[src/rtl/vsa_pkg.sv]
package vsa_pkg;

    typedef enum logic [1:0] {
        ST_IDLE  = 2'd0,
        ST_STRIP = 2'd1,
        ST_ELEM  = 2'd2,
        ST_DONE  = 2'd3
    } vsa_state_e;

    localparam int unsigned SZ_W = 2;

endpackage

[src/rtl/vsa_strip_sizer.sv]
module vsa_strip_sizer #(
    parameter int unsigned CNT_W  = 16,
    parameter int unsigned MAX_VL = 64
) (
    input  logic [CNT_W-1:0]              count_i,
    output logic [$clog2(MAX_VL):0]       first_vl_o,
    output logic                          zero_o
);
    localparam int unsigned LOG_VL = $clog2(MAX_VL);
    localparam int unsigned VL_W   = LOG_VL + 1;

    logic [LOG_VL-1:0] leftover;

    // MAX_VL is a power of two, so the remainder is a plain bit slice
    assign leftover   = count_i[LOG_VL-1:0];
    assign zero_o     = (count_i == '0);
    assign first_vl_o = (leftover == '0) ? VL_W'(MAX_VL) : VL_W'(leftover);

endmodule

[src/rtl/vsa_addr_unit.sv]
module vsa_addr_unit #(
    parameter int unsigned ADDR_W   = 32,
    parameter int unsigned STRIDE_W = 16,
    parameter int unsigned IDX_W    = 16
) (
    input  logic [STRIDE_W-1:0] stride_i,
    input  logic [1:0]          new_size_i,
    input  logic [ADDR_W-1:0]   base_i,
    input  logic [ADDR_W-1:0]   run_i,
    input  logic [IDX_W-1:0]    idx_i,
    input  logic [1:0]          size_i,
    input  logic                mode_idx_i,
    output logic [ADDR_W-1:0]   step_o,
    output logic [ADDR_W-1:0]   addr_o
);
    logic [ADDR_W-1:0] stride_ext;
    logic [ADDR_W-1:0] idx_ext;
    logic [ADDR_W-1:0] idx_off;

    assign stride_ext = {{(ADDR_W-STRIDE_W){stride_i[STRIDE_W-1]}}, stride_i};
    assign step_o     = stride_ext << new_size_i;
    assign idx_ext    = {{(ADDR_W-IDX_W){1'b0}}, idx_i};
    assign idx_off    = idx_ext << size_i;
    assign addr_o     = mode_idx_i ? (base_i + idx_off) : run_i;

endmodule

[src/rtl/vec_strip_agu.sv]
module vec_strip_agu
    import vsa_pkg::*;
#(
    parameter int unsigned ADDR_W   = 32,
    parameter int unsigned CNT_W    = 16,
    parameter int unsigned STRIDE_W = 16,
    parameter int unsigned IDX_W    = 16,
    parameter int unsigned MAX_VL   = 64,
    localparam int unsigned VL_W    = $clog2(MAX_VL) + 1
) (
    input  logic              clk,
    input  logic              rst_n,
    input  logic              start,
    input  logic [ADDR_W-1:0] base_addr,
    input  logic [CNT_W-1:0]  elem_count,
    input  logic [STRIDE_W-1:0] stride,
    input  logic [1:0]        size,
    input  logic              indexed,
    input  logic              idx_valid,
    input  logic [IDX_W-1:0]  idx_data,
    output logic              idx_ready,
    output logic [VL_W-1:0]   vl_out,
    output logic              strip_start,
    output logic              addr_valid,
    input  logic              addr_ready,
    output logic [ADDR_W-1:0] addr_data,
    output logic              addr_last,
    output logic              busy,
    output logic              done
);

    typedef struct packed {
        vsa_state_e        st;
        logic [CNT_W-1:0]  rem;
        logic [VL_W-1:0]   vl;
        logic [VL_W-1:0]   k;
        logic [ADDR_W-1:0] run;
        logic [ADDR_W-1:0] step;
        logic [ADDR_W-1:0] base;
        logic [1:0]        sz;
        logic              mode_idx;
    } regs_t;

    regs_t q, d;

    logic [VL_W-1:0]   first_vl;
    logic              count_zero;
    logic [ADDR_W-1:0] step_new;
    logic [ADDR_W-1:0] elem_addr;
    logic              in_elem;
    logic              fire;
    logic              strip_end;

    vsa_strip_sizer #(
        .CNT_W  (CNT_W),
        .MAX_VL (MAX_VL)
    ) sizer_i (
        .count_i    (elem_count),
        .first_vl_o (first_vl),
        .zero_o     (count_zero)
    );

    vsa_addr_unit #(
        .ADDR_W   (ADDR_W),
        .STRIDE_W (STRIDE_W),
        .IDX_W    (IDX_W)
    ) addr_i (
        .stride_i   (stride),
        .new_size_i (size),
        .base_i     (q.base),
        .run_i      (q.run),
        .idx_i      (idx_data),
        .size_i     (q.sz),
        .mode_idx_i (q.mode_idx),
        .step_o     (step_new),
        .addr_o     (elem_addr)
    );

    assign in_elem   = (q.st == ST_ELEM);
    assign strip_end = (q.k == q.vl - VL_W'(1));
    assign fire      = addr_valid && addr_ready;

    always_comb begin
        d = q;
        unique case (q.st)
            ST_IDLE: begin
                if (start) begin
                    d.base     = base_addr;
                    d.run      = base_addr;
                    d.step     = step_new;
                    d.sz       = size;
                    d.mode_idx = indexed;
                    d.rem      = elem_count;
                    d.k        = '0;
                    if (count_zero) begin
                        d.st = ST_DONE;
                    end else begin
                        d.vl = first_vl;
                        d.st = ST_STRIP;
                    end
                end
            end
            ST_STRIP: begin
                d.st = ST_ELEM;
            end
            ST_ELEM: begin
                if (fire) begin
                    d.run = q.run + q.step;
                    if (strip_end) begin
                        d.k   = '0;
                        d.rem = q.rem - CNT_W'(q.vl);
                        if (q.rem == CNT_W'(q.vl)) begin
                            d.st = ST_DONE;
                        end else begin
                            d.vl = VL_W'(MAX_VL);
                            d.st = ST_STRIP;
                        end
                    end else begin
                        d.k = q.k + VL_W'(1);
                    end
                end
            end
            ST_DONE: begin
                d.st = ST_IDLE;
            end
            default: d.st = ST_IDLE;
        endcase
    end

    always_ff @(posedge clk or negedge rst_n) begin
        if (!rst_n) begin
            q <= '{st: ST_IDLE, default: '0};
        end else begin
            q <= d;
        end
    end

    assign busy        = (q.st != ST_IDLE);
    assign done        = (q.st == ST_DONE);
    assign strip_start = (q.st == ST_STRIP);
    assign vl_out      = q.vl;
    assign addr_valid  = in_elem && (!q.mode_idx || idx_valid);
    assign idx_ready   = in_elem && q.mode_idx && addr_ready;
    assign addr_data   = elem_addr;
    assign addr_last   = in_elem && strip_end;

endmodule


[config.mk]
export PLATFORM = sky130hd
export DESIGN_NAME = vec_strip_agu
export DESIGN_NICKNAME = d
export VERILOG_FILES = /design/src/rtl/vsa_pkg.sv /design/src/rtl/vsa_strip_sizer.sv /design/src/rtl/vsa_addr_unit.sv /design/src/rtl/vec_strip_agu.sv
export SDC_FILE = /design/constraint.sdc
export NUM_CORES = 1
export LEC_CHECK = 0
export BUFFER_PORTS_ARGS = -buffer_cell sky130_fd_sc_hd__buf_2
export CORE_ASPECT_RATIO = 0.8
export CORE_MARGIN = 3
export CORE_UTILIZATION = 59
export DETAILED_ROUTE_END_ITERATION = 12
export PLACE_DENSITY = 0.78
export REMOVE_ABC_BUFFERS = 1
export SLEW_MARGIN = 5
export SYNTH_ARGS = -nofsm -noshare
export SYNTH_HDL_FRONTEND = slang
export SYNTH_SLANG_ARGS = --single-unit
export TNS_END_PERCENT = 30
[constraint.sdc]
create_clock -name clk -period 5.3 [get_ports clk]
set_input_delay 1.06 -clock clk [delete_from_list [all_inputs] [get_ports clk]]
set_output_delay 1.06 -clock clk [all_outputs]
set_load 0.02 [all_outputs]
==> key figures <==
Outcome
  • Outcome: completed

Power and ir drop
  • Combinational power share: 66.1%
  • Reg power frac: 20.6%
  • Power Dens Cells: 783.4 nW/um^2
  • Internal: 4335 uW
  • Clock power frac: 13.3%
  • Leak: 0.005128 uW
  • Worst VDD drop: 439.7 uV
  • NetSw: 4109 uW
  • Power Total: 8445 uW
  • Fraction of power spent switching nets: 48.66%

Layout
  • Finished Core Util: 70.38%
  • Seq. cell area: 2954 sq um
  • Area of the multi-input gates: 6076 sq um
  • Final Cell Area: 10,780 sq um
  • Layout cell share with drive strength beyond 1: 18.91%
  • Layout Nets: 1,403
  • Fillcell total: 1,262
  • Area Overhead vs Synth: 14.55%

Floorplan
  • Core Area: 15,310 sq um
  • Boundary Pins: 133
  • Die height: 119.0 um
  • Die Area: 17,510 sq um
  • Die X: 147.2 um
  • Initial core utilization: 61.45%
  • Cell row count: 40

Synthesis
  • Synth area leaders: dfrtp_1 (31%), nand2_1 (8.4%), ha_1 (7.8%)
  • Top cell type's share of synthesized area: 31.38%
  • Synth Warn #: 0
  • Syn_area_per_cell: 8.169 sq um
  • Count leader, synth: nand2_1
  • Count of different cell masters after synthesis: 72
  • Ys flop type: dfrtp_1
  • Post-synth EDFFs: 0
  • FF+latch count, synth: 118
  • Async SR Flop Fraction: 100.0%
  • Most frequent cells after synthesis: nand2_1 (210), dfrtp_1 (118), nor2_1 (107)
  • Seq/Total Area, Yosys: 31.38%
  • Largest area contributor in the netlist: dfrtp_1
  • Mapped Cells: 1,152
  • Mapped Area: 9410 sq um

Clock tree
  • CTS Buf Count: 17
  • Count of clock tree sinks: 118
  • Reg clk slew, reported paths: 50 ps
  • H-tree depth: 4
  • Hold_buf cts: 0
  • Clock buffer depth: 2
  • CTS tree: yes
  • Root buf cell: clkbuf_16
  • Post-CTS Setup Bufs: 0
  • Worst skew pair latency: 410 ps

Place
  • DP Area: 10,170 sq um
  • PortBufs: 132
  • DP HPWL: 18.54 mm
  • Placer Congestion: 0.9374

STA
  • Setup violations, final: 0
  • Fin. Hold Viols: 0
  • RSZ-0062 raised after global routing: false
  • Hold_ws: 479.0 ps
  • Fin crit share: 97.93%
  • TNS Setup: 0 ps
  • Tmin final: 5190 ps
  • Max Clock Skew: 13.52 ps
  • Max Clk Rate: 192.7 MHz
  • Max_slew headroom: 43.78%
  • Worst-margin pin slew: 835.7 ps
  • Slew Limit Fails: 0

Critical path
  • Crit path max fanout: 4
  • Worst Reg-to-Reg Cells: 10
  • R2r startpoint: q[0]$_DFFE_PN0P_
  • Cell chain of the critical path: buf_2 > nor2b_1 > a211oi_1 > a21oi_1 > ha_1 > a21oi_1 > o21bai_1 > a2111oi_4 > nor2_1 > a31oi_2 > o21bai_1 > a2111o_1 > o311ai_0 > buf_2
  • CP Class: in2out
  • Critical path origin: idx_data[2]
  • Worst path max stage delay: 440 ps
  • CP Data Required Time: 4240 ps
  • Crit path arrival time: 4130 ps
  • Reg2reg end: vl_out[5]$_DFFE_PN0P_
  • CP endpoint: addr_data[15]
  • Setup crit end kind: primary output
  • Flop2flop setup slack: 1910 ps
  • Slowest CP cell: a2111oi_4
  • CP startpoint kind: input pin

Drt
  • Residual DRC count: 0
  • Antenna viol nets, final: 0
  • Vias per cell: 6.014
  • 1st-iter DRT viols: 662
  • DR pass1 iterations: 9
  • Final WL: 25.31 mm
  • DR WL/cell: 17.16 um
  • Vias: 8,871

Global routing
  • Total gr overflow: 0
  • First-pass GRT wire length: 40.87 mm
  • Vias in the first global route: 8,164
  • Initial antenna violation count: 1
  • Total Routing Usage GR: 28.39%
  • Largest net degree at the start of global routing: 65

Hold path
  • Hold crit path type: reg2reg

Flow run
  • Max-Cap Viols: 0
==> final cells by class <==
cell class | count | share of cell area, %
clock buffers | 21 | 4.364
repair buffers | 148 | 7.301
well taps | 210 | 2.438
diodes | 1 | 0.02322
clock inverters | 9 | 0.9518
flip-flops and latches | 118 | 27.41
inverters | 33 | 1.149
multi-input cells | 935 | 56.37
==> metrics by stage <==
stage / instances / worst slack (ps)
global route: 1475 / 12.70
global placement: 1444 / 141.3
CTS: 1474 / 30.71
finish: 1475 / 109.7
floorplan: 1086 / 498.9
detailed placement: 1444 / 55.58
==> layer usage <==
layer	GRT usage, %	share of wire, %	vias up
li1	-	-	4331
met1	41.87	47	4175
met2	43.58	45	339
met3	5.591	7.2	26
met4	6.228	1.0	0
met5	0	0	-
==> power by group through the flow <==
stage | Combinational (uW) | Sequential (uW) | Clock, uW
2_1_floorplan | 4100 | 1700 | 0
3_3_place_gp | 5310 | 1740 | 0
3_5_place_dp | 5420 | 1750 | 0
4_1_cts | 5470 | 1740 | 1130
5_1_grt | 6150 | 1800 | 1180
6_report | 5580 | 1740 | 1120
==> worst min path at each step <==
| stage | endpoint | from | depth (start not counted) | slack (ps) |
|---|---|---|---|---|
| 2_1_floorplan | q[38]$_DFFE_PN0P_ | q[38]$_DFFE_PN0P_ | 2 | 450 |
| 3_3_place_gp | q[38]$_DFFE_PN0P_ | q[38]$_DFFE_PN0P_ | 2 | 460 |
| 3_5_place_dp | q[38]$_DFFE_PN0P_ | q[38]$_DFFE_PN0P_ | 2 | 470 |
| 4_1_cts | q[38]$_DFFE_PN0P_ | q[38]$_DFFE_PN0P_ | 2 | 480 |
| 5_1_grt | q[38]$_DFFE_PN0P_ | q[38]$_DFFE_PN0P_ | 2 | 500 |
| 6_report | q[38]$_DFFE_PN0P_ | q[38]$_DFFE_PN0P_ | 2 | 480 |
==> cells by family after synthesis <==
family	synth area share [%]
DFF	31.38
muxes	7.752
adders and majority gates	8.483
buffers and inverters	4.454
and+or+nand+nor	20.84
AOI/OAI and AO/OA	21.14
xor gates and xnor gates	5.957
==> critical path, delay by kind of cell <==
family,cells,cell delay [ps]
AO/OA/AOI/OAI,9,2130
adder cells (fa/ha/maj),1,340
buffers and inverters,2,350
AND/OR/NAND/NOR,2,260
==> layout by cell type, fill, tap and decap left out, types with 8 or more instances in the layout <==
cell type  Yosys  layout
a211oi_1      14      13
nand2b_1       9       9
o211ai_1      15      15
mux2_2        23      23
o21ai_0       69      68
ha_1          59      59
nand3_1       26      26
nand2_1      210     209
nor2_1       107     106
and3_1        14      14
xor2_1        23      23
a221oi_1       9       9
a31oi_1       22      21
clkbuf_16      0      17
nor2b_1       12      12
mux4_2        12      12
o21bai_1      13      13
buf_2          1     131
a21o_1        23      23
xnor2_1       41      41
o31ai_1        8       8
dfrtp_1      118     117
a21oi_1       84      83
nor3_1        25      25
inv_1         33      33
and2_1        10       9
mux2i_1       20      20
buf_4          7      16
==> sequential cells by signal (all words and copies together) (netlist names) <==
register and cells:
vl_out 7, q 111
==> what timing repair did <==
action | in CTS | in global routing
hold endpoints to repair | 0 | 0
gates resized for setup | 0 | 7
setup endpoints to repair | 0 | 17
Power figures use the tool's default switching activity.
